===== src/rtl/nand_ecc_pkg.sv =====
`timescale 1ns/1ps
package nand_ecc_pkg;
  typedef enum logic [1:0] {SQ_IDLE, SQ_CMD, SQ_MAIN, SQ_SPARE} seq_state_e;

  // status register bit positions
  localparam int ST_REC   = 0;
  localparam int ST_CODE  = 1;
  localparam int ST_MULTI = 2;
  localparam int ST_VALID = 3;
  localparam int ST_W     = 4;
endpackage


===== src/rtl/nand_ecc_seq.sv =====
`timescale 1ns/1ps
module nand_ecc_seq
  import nand_ecc_pkg::*;
#(
  parameter int DATA_W = 8,
  parameter int BASE_WORDS = 512,
  parameter int AW = 12,
  parameter int SPARE_N = 4,
  parameter int SI_W = 2,
  parameter logic [DATA_W-1:0] CMD_READ = 8'h00,
  parameter logic [DATA_W-1:0] CMD_PROG = 8'h80
) (
  input  logic              clk,
  input  logic              rst_n,
  input  logic              sw_reset,
  input  logic [1:0]        page_mode,
  input  logic              beat,
  input  logic              cle,
  input  logic              ale,
  input  logic [DATA_W-1:0] data,
  output logic              start,
  output logic              is_read,
  output logic              main_beat,
  output logic              main_last,
  output logic              spare_beat,
  output logic              spare_last,
  output logic [AW-1:0]     word_idx,
  output logic [SI_W-1:0]   spare_idx,
  output logic              idle
);
  seq_state_e      state;
  logic [AW-1:0]   cnt, last_idx;
  logic [SI_W-1:0] scnt;
  logic            rd_q;
  logic            data_beat;

  assign data_beat  = beat & ~cle & ~ale;
  assign start      = beat & cle & ((data == CMD_READ) | (data == CMD_PROG));
  assign main_beat  = data_beat & (state == SQ_MAIN);
  assign main_last  = main_beat & (cnt == last_idx);
  assign spare_beat = data_beat & (state == SQ_SPARE);
  assign spare_last = spare_beat & (scnt == SI_W'(SPARE_N - 1));
  assign word_idx   = cnt;
  assign spare_idx  = scnt;
  assign is_read    = rd_q;
  assign idle       = (state == SQ_IDLE);

  always_ff @(posedge clk or negedge rst_n) begin
    if (!rst_n) begin
      state <= SQ_IDLE;
      cnt <= '0;
      scnt <= '0;
      rd_q <= 1'b0;
      last_idx <= AW'(BASE_WORDS - 1);
    end else if (sw_reset) begin
      state <= SQ_IDLE;
      cnt <= '0;
      scnt <= '0;
      rd_q <= 1'b0;
    end else if (start) begin
      state <= SQ_CMD;
      cnt <= '0;
      scnt <= '0;
      rd_q <= (data == CMD_READ);
      last_idx <= AW'((BASE_WORDS << page_mode) - 1);
    end else begin
      unique case (state)
        SQ_CMD: if (beat && ale) state <= SQ_MAIN;
        SQ_MAIN: if (main_beat) begin
          cnt <= cnt + AW'(1);
          if (main_last) state <= rd_q ? SQ_SPARE : SQ_IDLE;
        end
        SQ_SPARE: if (spare_beat) begin
          scnt <= scnt + SI_W'(1);
          if (spare_last) state <= SQ_IDLE;
        end
        default: state <= SQ_IDLE;
      endcase
    end
  end
endmodule


===== src/rtl/nand_ecc_accum.sv =====
`timescale 1ns/1ps
module nand_ecc_accum #(
  parameter int DATA_W = 8,
  parameter int AW = 12,
  parameter int BW = 3,
  parameter int CODE_W = 15
) (
  input  logic              clk,
  input  logic              rst_n,
  input  logic              clr,
  input  logic              en,
  input  logic [AW-1:0]     word_idx,
  input  logic [DATA_W-1:0] data,
  output logic [CODE_W-1:0] acc_p,
  output logic [CODE_W-1:0] acc_n,
  output logic [CODE_W-1:0] nxt_p,
  output logic [CODE_W-1:0] nxt_n
);
  always_comb begin
    nxt_p = acc_p;
    nxt_n = acc_n;
    for (int i = 0; i < DATA_W; i++) begin
      if (data[i]) begin
        nxt_p = nxt_p ^ {word_idx, BW'(i)};
        nxt_n = nxt_n ^ ~{word_idx, BW'(i)};
      end
    end
  end

  always_ff @(posedge clk or negedge rst_n) begin
    if (!rst_n) begin
      acc_p <= '0;
      acc_n <= '0;
    end else if (clr) begin
      acc_p <= '0;
      acc_n <= '0;
    end else if (en) begin
      acc_p <= nxt_p;
      acc_n <= nxt_n;
    end
  end
endmodule


===== src/rtl/nand_ecc_classify.sv =====
`timescale 1ns/1ps
module nand_ecc_classify #(
  parameter int CODE_W = 15
) (
  input  logic [CODE_W-1:0] comp_p,
  input  logic [CODE_W-1:0] comp_n,
  input  logic [CODE_W-1:0] st_p,
  input  logic [CODE_W-1:0] st_n,
  output logic [CODE_W-1:0] syn_p,
  output logic [CODE_W-1:0] syn_n,
  output logic              rec,
  output logic              code_err,
  output logic              multi
);
  localparam int ONES_W = $clog2(2 * CODE_W + 1);
  logic [ONES_W-1:0] ones;

  assign syn_p    = comp_p ^ st_p;
  assign syn_n    = comp_n ^ st_n;
  assign ones     = ONES_W'($countones({syn_p, syn_n}));
  assign rec      = (syn_p == ~syn_n);
  assign code_err = !rec && (ones == ONES_W'(1));
  assign multi    = !rec && (ones > ONES_W'(1));
endmodule


===== src/rtl/nand_ecc_snoop.sv =====
`timescale 1ns/1ps
module nand_ecc_snoop
  import nand_ecc_pkg::*;
#(
  parameter int DATA_W = 8,
  parameter int BASE_WORDS = 512,
  parameter int REG_W = 32,
  parameter logic [DATA_W-1:0] CMD_READ = 8'h00,
  parameter logic [DATA_W-1:0] CMD_PROG = 8'h80
) (
  input  logic              clk,
  input  logic              rst_n,
  input  logic              sw_reset,
  input  logic [1:0]        page_mode,
  input  logic              bus_valid,
  output logic              bus_ready,
  input  logic              bus_cle,
  input  logic              bus_ale,
  input  logic [DATA_W-1:0] bus_data,
  input  logic [1:0]        rd_addr,
  output logic [REG_W-1:0]  rd_data
);
  localparam int AW      = $clog2(BASE_WORDS) + 3;
  localparam int BW      = $clog2(DATA_W);
  localparam int CODE_W  = AW + BW;
  localparam int HALF_N  = (CODE_W + DATA_W - 1) / DATA_W;
  localparam int SPARE_N = 2 * HALF_N;
  localparam int SI_W    = $clog2(SPARE_N);

  logic              beat, start, is_read, main_beat, main_last;
  logic              spare_beat, spare_last, seq_idle;
  logic [AW-1:0]     word_idx;
  logic [SI_W-1:0]   spare_idx;
  logic [CODE_W-1:0] acc_p, acc_n, nxt_p, nxt_n;
  logic [CODE_W-1:0] st_p_q, st_n_q, st_n_now, syn_p, syn_n;
  logic              rec, code_err, multi;
  logic [ST_W-1:0]   status_q, chk_status;
  logic [CODE_W-1:0] par_q, npar_q;

  assign bus_ready = 1'b1;
  assign beat      = bus_valid & bus_ready;

  nand_ecc_seq #(
    .DATA_W(DATA_W), .BASE_WORDS(BASE_WORDS), .AW(AW), .SPARE_N(SPARE_N),
    .SI_W(SI_W), .CMD_READ(CMD_READ), .CMD_PROG(CMD_PROG)
  ) u_seq (
    .clk(clk), .rst_n(rst_n), .sw_reset(sw_reset), .page_mode(page_mode),
    .beat(beat), .cle(bus_cle), .ale(bus_ale), .data(bus_data),
    .start(start), .is_read(is_read), .main_beat(main_beat),
    .main_last(main_last), .spare_beat(spare_beat), .spare_last(spare_last),
    .word_idx(word_idx), .spare_idx(spare_idx), .idle(seq_idle)
  );

  nand_ecc_accum #(.DATA_W(DATA_W), .AW(AW), .BW(BW), .CODE_W(CODE_W)) u_acc (
    .clk(clk), .rst_n(rst_n), .clr(start | sw_reset), .en(main_beat),
    .word_idx(word_idx), .data(bus_data),
    .acc_p(acc_p), .acc_n(acc_n), .nxt_p(nxt_p), .nxt_n(nxt_n)
  );

  // stored code capture: byte k of the spare area lands on code bits k*DATA_W up
  always_ff @(posedge clk or negedge rst_n) begin
    if (!rst_n) begin
      st_p_q <= '0;
      st_n_q <= '0;
    end else if (spare_beat) begin
      for (int i = 0; i < CODE_W; i++) begin
        if (spare_idx == SI_W'(i / DATA_W)) st_p_q[i] <= bus_data[i % DATA_W];
        if (spare_idx == SI_W'(HALF_N + i / DATA_W)) st_n_q[i] <= bus_data[i % DATA_W];
      end
    end
  end

  // the final spare byte is merged combinationally so the check lands on that beat
  always_comb begin
    st_n_now = st_n_q;
    if (spare_last) begin
      for (int i = 0; i < CODE_W; i++)
        if ((i / DATA_W) == HALF_N - 1) st_n_now[i] = bus_data[i % DATA_W];
    end
  end

  nand_ecc_classify #(.CODE_W(CODE_W)) u_cls (
    .comp_p(acc_p), .comp_n(acc_n), .st_p(st_p_q), .st_n(st_n_now),
    .syn_p(syn_p), .syn_n(syn_n), .rec(rec), .code_err(code_err), .multi(multi)
  );

  always_comb begin
    chk_status = '0;
    chk_status[ST_VALID] = 1'b1;
    chk_status[ST_REC]   = rec;
    chk_status[ST_CODE]  = code_err;
    chk_status[ST_MULTI] = multi;
  end

  always_ff @(posedge clk or negedge rst_n) begin
    if (!rst_n) begin
      status_q <= '0;
      par_q <= '0;
      npar_q <= '0;
    end else if (sw_reset || start) begin
      status_q <= '0;
      par_q <= '0;
      npar_q <= '0;
    end else if (main_last && !is_read) begin
      status_q <= ST_W'(1) << ST_VALID;
      par_q <= nxt_p;
      npar_q <= nxt_n;
    end else if (spare_last) begin
      status_q <= chk_status;
      par_q <= syn_p;
      npar_q <= syn_n;
    end
  end

  always_comb begin
    unique case (rd_addr)
      2'd0: rd_data = REG_W'(status_q);
      2'd1: rd_data = REG_W'(par_q);
      2'd2: rd_data = REG_W'(npar_q);
      default: rd_data = '0;
    endcase
  end
endmodule


===== config.mk =====
export PLATFORM = sky130hd
export DESIGN_NAME = nand_ecc_snoop
export DESIGN_NICKNAME = d
export VERILOG_FILES = /design/src/rtl/nand_ecc_pkg.sv /design/src/rtl/nand_ecc_seq.sv /design/src/rtl/nand_ecc_accum.sv /design/src/rtl/nand_ecc_classify.sv /design/src/rtl/nand_ecc_snoop.sv
export SDC_FILE = /design/constraint.sdc
export NUM_CORES = 1
export LEC_CHECK = 0
export BUFFER_PORTS_ARGS = -buffer_cell sky130_fd_sc_hd__buf_2
export CAP_MARGIN = 20
export CORE_ASPECT_RATIO = 0.9
export CORE_UTILIZATION = 25
export CTS_BUF_LIST = sky130_fd_sc_hd__clkbuf_16
export CTS_CLUSTER_SIZE = 28
export DETAILED_ROUTE_END_ITERATION = 6
export GPL_TIMING_DRIVEN = 0
export PLACE_DENSITY = 0.43
export REMOVE_ABC_BUFFERS = 1
export SKIP_CTS_REPAIR_TIMING = 1
export SYNTH_ARGS = -nofsm -noshare
export SYNTH_HDL_FRONTEND = slang
export SYNTH_SLANG_ARGS = --single-unit
export TNS_END_PERCENT = 5

===== constraint.sdc =====
create_clock -name clk -period 6.6 [get_ports clk]
set_input_delay 0.66 -clock clk [delete_from_list [all_inputs] [get_ports clk]]
set_output_delay 0.66 -clock clk [all_outputs]
set_load 0.03 [all_outputs]

* After elaboration in Yosys (flattened, before gate mapping)
Index checks and enable logic that the tools add are counted.
** Storage, ports and cells
- Flip-flop bits (word level) :: 123
- Input bits :: 18
** Cells by class
- $add $sub $neg :: 32
- $lt $le $gt $ge :: 1
- Equality and inequality tests :: 17
- Shifts and indexed selects :: 1
- Mux-type cells :: 50
- Bitwise logic cells :: 40
- Reduce and logical (&&, ||, !) cells :: 25
** Operators by type and width (number)
- 15-bit 2-to-1 mux :: 26
- 15-bit bitwise XOR :: 18
- 15-bit NOT :: 9
- 5-bit adder :: 14
- 12-bit 2-to-1 mux :: 4
- 15-bit one-hot mux with 3 select lines :: 1
- 1-bit by 1-bit adder with 2-bit output :: 15
- 2-bit 2-to-1 mux :: 12
- 15-bit equality test :: 1
- 3-bit nonzero test :: 5
- 2-bit AND reduction :: 7
- 12-bit by 1-bit adder with 12-bit output (second input constant) :: 1
- 12-bit equality test :: 1
- 4-bit 2-to-1 mux :: 3
- 4-bit by 3-bit != test with 1-bit output (second input constant) :: 3
- 10-bit by 2-bit left shift with 12-bit output (first input constant) :: 1
- 12-bit by 2-bit subtractor with 12-bit output (second input constant) :: 1
- 2-bit equality test (second input constant) :: 5
- 1-bit AND :: 8
- 8-bit equality test (second input constant) :: 1
- 8-bit logical NOT :: 1
- 4-bit != test (second input constant) :: 2
- 7-bit 2-to-1 mux :: 1
- 2-bit by 1-bit equality test with 1-bit output (second input constant) :: 3
- other kinds (13) :: 23

* Longest topological paths before layout
- Depth in word-level cells :: 19
- Gate-level depth with buffers :: 30
- Gate-level depth less buffers :: 26

* By module
Synthesis repeated with hierarchy kept, for this count alone.
** Unflattened totals
- Cells, all modules :: 731
- Area, all modules :: 7578.5 um2
** By module, submodules not included
- nand_ecc_snoop :: times used 1, cells an instance 239, area an instance 3119.2 um2
- nand_ecc_accum :: times used 1, cells an instance 224, area an instance 1911.8 um2
- nand_ecc_classify :: times used 1, cells an instance 150, area an instance 1371.3 um2
- nand_ecc_seq :: times used 1, cells an instance 118, area an instance 1176.1 um2

* Worst setup path before layout
OpenSTA, ideal clock, no wires.
- Path kind :: input to register
- Start point :: input port bus_cle
- End point :: register status_q[1]
- Setup time :: 0.076 ns
- Data arrival time :: 5.950 ns
- Path slack :: 0.574 ns
- Stages on the path :: 27
- Path buffers :: 4
- Cell sequence :: nor4bb_1 > buf_2 > and2_1 > buf_2 > buf_2 > buf_2 > nand2_1 > nand2_1 > xor2_1 > ha_1 > fa_1 > inv_1 > fa_1 > inv_1 > fa_1 > fa_1 > inv_1 > fa_1 > inv_1 > ha_1 > a21o_1 > a21oi_1 > xnor2_1 > nand4b_1 > nor2_1 > nand2_1 > o21ai_1
** Between the ends
- Cells in the longest elaborated chain, start to end :: 17
- Elaborated cells between the ends (all ways) :: 31
** Ends and longest elaborated chain
- start, declared :: RTL line nand_ecc_snoop.sv:17 : input logic bus_cle,
- 1-bit NOT :: RTL line nand_ecc_seq.sv:37 : assign data_beat = beat & ~cle & ~ale;
- 1-bit AND (2 in series) :: RTL line nand_ecc_seq.sv:37
- 1-bit AND :: RTL line nand_ecc_seq.sv:41 : assign spare_beat = data_beat & (state == SQ_SPARE);
- 1-bit AND :: RTL line nand_ecc_seq.sv:42 : assign spare_last = spare_beat & (scnt == SI_W'(SPARE_N - 1));
- 7-bit 2-to-1 mux :: RTL line nand_ecc_snoop.sv:76 : if (spare_last) begin
- 15-bit bitwise XOR :: RTL line nand_ecc_classify.sv:19 : assign syn_n = comp_n ^ st_n;
- 1-bit by 1-bit adder with 2-bit output (not written as such) :: RTL line nand_ecc_classify.sv:20 : assign ones = ONES_W'($countones({syn_p, syn_n}));
- 5-bit adder (not written as such) (4 in series) :: RTL line nand_ecc_classify.sv:20
- 5-bit by 1-bit equality test with 1-bit output :: RTL line nand_ecc_classify.sv:22 : assign code_err = !rec && (ones == ONES_W'(1));
- 1-bit logical AND :: RTL line nand_ecc_classify.sv:22
- 4-bit 2-to-1 mux :: RTL line nand_ecc_snoop.sv:108 : end else if (spare_last) begin
- 4-bit 2-to-1 mux :: RTL line nand_ecc_snoop.sv:104 : end else if (main_last && !is_read) begin
- 4-bit 2-to-1 mux :: RTL line nand_ecc_snoop.sv:100 : end else if (sw_reset || start) begin
- end signal, assigned :: RTL line nand_ecc_snoop.sv:105 : status_q <= ST_W'(1) << ST_VALID;
- end signal, assigned :: RTL line nand_ecc_snoop.sv:109 : status_q <= chk_status;
- end, declared :: RTL line nand_ecc_snoop.sv:37 : logic [ST_W-1:0] status_q, chk_status;
Several ways; a longest one is shown, not always the timed one. The select of a mux whose other input is x is not followed.
A chain may end at the register's enable or synchronous reset.

* Final worst setup path
- Start point :: register u_seq.state[0]
- End point :: register status_q[1]
** Between the ends
- Cells in the longest elaborated chain, start to end :: 15
- Elaborated cells between the ends (all ways) :: 27
** Ends and longest elaborated chain
- start, declared :: RTL line nand_ecc_seq.sv:31 : seq_state_e state;
- start signal, assigned :: RTL line nand_ecc_seq.sv:71 : if (main_last) state <= rd_q ? SQ_SPARE : SQ_IDLE;
- 2-bit equality test :: RTL line nand_ecc_seq.sv:41
- 1-bit AND :: RTL line nand_ecc_seq.sv:41
- 1-bit AND :: RTL line nand_ecc_seq.sv:42
- 7-bit 2-to-1 mux :: RTL line nand_ecc_snoop.sv:76
- 15-bit bitwise XOR :: RTL line nand_ecc_classify.sv:19
- 1-bit by 1-bit adder with 2-bit output (not written as such) :: RTL line nand_ecc_classify.sv:20
- 5-bit adder (not written as such) (4 in series) :: RTL line nand_ecc_classify.sv:20
- 5-bit by 1-bit equality test with 1-bit output :: RTL line nand_ecc_classify.sv:22
- 1-bit logical AND :: RTL line nand_ecc_classify.sv:22
- 4-bit 2-to-1 mux :: RTL line nand_ecc_snoop.sv:108
- 4-bit 2-to-1 mux :: RTL line nand_ecc_snoop.sv:104
- 4-bit 2-to-1 mux :: RTL line nand_ecc_snoop.sv:100
Several ways; a longest one is shown, not always the timed one. The select of a mux whose other input is x is not followed.

==> impl_metrics.env <==
export IMPL_fin_crit_ps=6186
export IMPL_final_area_um2=8981
export IMPL_post_dp_cell_area_um2=8392
export IMPL_synthFlopType="dfrtp_1"
export IMPL_antenna_cells=0
export IMPL_die_height_um=169.6
export IMPL_place_gp_congestion=0.8218
export IMPL_clk_pin_slew_ps=60
export IMPL_ys_ff_latch=114
export IMPL_cts_made_buffers=17
export IMPL_final_setup_tns_ps=0
export IMPL_num_vias=5797
export IMPL_clock_latency_ps=430
export IMPL_reg2reg_to="status_q[1]"
export IMPL_slew_viol_final=0
export IMPL_cpPeakStageDelay_ps=590
export IMPL_cts_sinks=114
export IMPL_maxCapViolations=0
export IMPL_vdd_ir_drop_max_mv=0.1736
export IMPL_vias_per_cell=4.480
export IMPL_fin_skew_ps=10.34
export IMPL_finalWorstSetupSlack_ps=413.9
export IMPL_setup_violations_final=0
export IMPL_wl_per_cell_um=16.92
export IMPL_dp_hpwl_mm=15.67
export IMPL_arrival_ps=6540
export IMPL_reg2reg_from="u_seq.state[0]"
export IMPL_grt_antenna_before_repair=0
export IMPL_p_leak_nw=4.387
export IMPL_crit_buf_inv=6
export IMPL_relSlewSlack_pct=45.06
export IMPL_rows=60
export IMPL_synth_area_per_cell_um2=9.001
export IMPL_grt_pass1_vias=5759
export IMPL_initial_core_util_pct=25.73
export IMPL_cp_top_family="adder cells"
export IMPL_required_ps=6950
export IMPL_hold_viol=0
export IMPL_seq_area_frac_synth_pct=36.56
export IMPL_timing_fmax_ghz=0.1617
export IMPL_powerDensity_nw_per_um2=193.8
export IMPL_area_delta_synth_final_pct=15.09
export IMPL_fillers=3261
export IMPL_cp_start_kind="flip-flop"
export IMPL_post_place_ws_ps=-802.1
export IMPL_drt_iter0_markers=316
export IMPL_yosysWarnings=0
export IMPL_layout_drive_gt1_share_pct=12.68
export IMPL_die_w_um=188.2
export IMPL_worstRegToRegCells=25
export IMPL_wl_mm=21.89
export IMPL_ys_types=51
export IMPL_synthCells=867
export IMPL_stdcell_count=1294
export IMPL_clock_root_buffer="clkbuf_16"
export IMPL_gr_total_overflow=0
export IMPL_grt_first_pass_wirelength_mm=34.55
export IMPL_rsz0062_at_grt="no"
export IMPL_io_pins=51
export IMPL_syn_cell_area_um2=7804
export IMPL_critical_path_slowest_cell="fa_1"
export IMPL_placeableCoreArea_um2=30330
export IMPL_path_max_fanout=22
export IMPL_fin_crit_sh_pct=93.73
export IMPL_outcome="complete, no violations"
export IMPL_crit_type="reg2reg"
export IMPL_reg2reg_setup_slack_ps=410
export IMPL_firstDrtPassIters=5
export IMPL_synth_edff_count=0
export IMPL_route_detailed_drc=0
export IMPL_crit_top_cell="fa_1"
export IMPL_portBuffers=32
export IMPL_die_area_um2=31930
export IMPL_htree_levels=4
export IMPL_grtUsageTotal_pct=14.39
export IMPL_grt_max_degree=60
export IMPL_clock_path_buffers=2
export IMPL_final_antenna_net_count=0
export IMPL_ys_async_sr_fraction_pct=100.0
export IMPL_min_delay_path_class="in2async"
export IMPL_cts_tree="yes"
export IMPL_place_inst=1258
export IMPL_final_nets=950
export IMPL_endpoint_kind="flip-flop"
export IMPL_tightestPinTransition_ps=822.2
==> power by group <==
| group | switching (W) | internal, W | total (W) |
|---|---|---|---|
| combinational | 0.000134 | 0.0000589 | 0.000193 |
| sequential | 0.000000360 | 0.000700 | 0.000700 |
| clock | 0.000342 | 0.000505 | 0.000847 |
==> layer usage <==
| metal | routed length [um] | GRT usage, % |
|---|---|---|
| met3 | 652 | 2.957 |
| met1 | 11080 | 20.35 |
| met5 | 0 | 0 |
| met4 | 217 | 3.181 |
| met2 | 9941 | 22.41 |
==> cells in the final DEF, fill, tap and decap left out, types with 3 or more instances in the layout <==
cell,netlist,final
inv_1,56,58
buf_16,0,4
buf_6,0,3
mux2i_1,6,6
nor2_1,152,152
xor2_1,73,72
o22ai_1,3,3
or3_1,6,6
nand3_1,13,13
a22o_1,11,11
clkinv_1,0,3
fa_1,25,25
conb_1,2,18
ha_1,29,29
a21oi_1,48,48
nor3_1,24,24
mux2_2,28,28
dfrtp_1,114,114
a211oi_1,8,8
nand2_1,72,71
o21ai_0,14,14
buf_4,24,4
buf_2,18,31
clkbuf_16,0,17
clkinv_2,0,6
xnor2_1,66,64
nand4_1,8,8
==> synth_stat cells, types with 18 or more instances <==
cell type	n	share of area (%)
clkbuf_1	26	1.3
inv_1	56	2.7
mux2_2	28	4.0
nor3_1	24	1.5
xnor2_1	66	7.4
xor2_1	73	8.2
buf_4	24	2.3
nand2_1	72	3.5
nor2_1	152	7.3
fa_1	25	6.4
a21oi_1	48	3.1
ha_1	29	4.6
buf_2	18	1.2
dfrtp_1	114	37
==> sequential cells by signal (all words and copies together) (netlist names) <==
signal / cells
st_p_q: 15
u_seq.spare_idx: 2
status_q: 4
u_seq.state: 2
st_n_q: 15
u_seq.word_idx: 12
u_acc.acc_n: 15
u_seq.last_idx: 3
u_seq.is_read: 1
par_q: 15
npar_q: 15
u_acc.acc_p: 15
==> worst max-delay path by stage <==
stage               slack, ps  cells after the start          end           start
floorplan                -360                     22  status_q[1]         bus_cle
global placement        -2190                     21  status_q[1]         bus_cle
detailed placement       -800                     22  status_q[1]         bus_cle
CTS                      -580                     22  status_q[1]  u_seq.state[0]
global route               20                     25  status_q[1]  u_seq.state[0]
finish                    410                     25  status_q[1]  u_seq.state[0]
==> through the flow <==
stage | hold slack, ps | util, % | total power [W]
2_1_floorplan | 364.4 | - | 0.0008100
3_3_place_gp | 490.3 | 26.88 | 0.0008868
3_5_place_dp | 481.1 | 27.67 | 0.0009087
4_1_cts | 232.6 | 29.41 | 0.001765
5_1_grt | 254.5 | 29.61 | 0.001811
6_report | 217.7 | 29.61 | 0.001741
==> cell type report <==
class | instances | area [um^2] | area share (%)
multi-input combinational | 644 | 4507 | 50.18
sequential | 114 | 2853 | 31.76
tap | 403 | 504.2 | 5.614
clock buffer | 17 | 425.4 | 4.737
timing repair buffer | 45 | 379.1 | 4.221
inverter | 56 | 210.2 | 2.340
clock inverter | 15 | 102.6 | 1.142
==> cell families after synthesis <==
group | after synthesis | share of synthesized area, %
XOR/XNOR | 139 | 15.60
adder cells (fa/ha/maj) | 54 | 11.06
other | 2 | 0.09624
AO/OA/AOI/OAI | 103 | 8.193
AND/OR/NAND/NOR | 295 | 16.18
flip-flops | 114 | 36.56
buffers and inverters | 126 | 7.504
multiplexers | 34 | 4.810
==> worst reg2reg max path, cell delays in order, from the launching register on <==
cell and delay [ps]:
dfrtp_1 410, ha_1 230, nor4bb_4 150, buf_4 180, nand2_8 180, buf_16 200, mux2_2 400, xnor2_2 190
ha_1 260, fa_1 510, inv_1 50, fa_1 470, inv_1 50, fa_1 440, fa_1 530, inv_1 60
fa_1 590, inv_1 60, ha_1 280, a21o_1 160, a21oi_1 170, xnor2_1 140, nand4b_1 140, nor2_1 120
nand2_1 60, o21ai_1 110
Power figures use the tool's default switching activity.
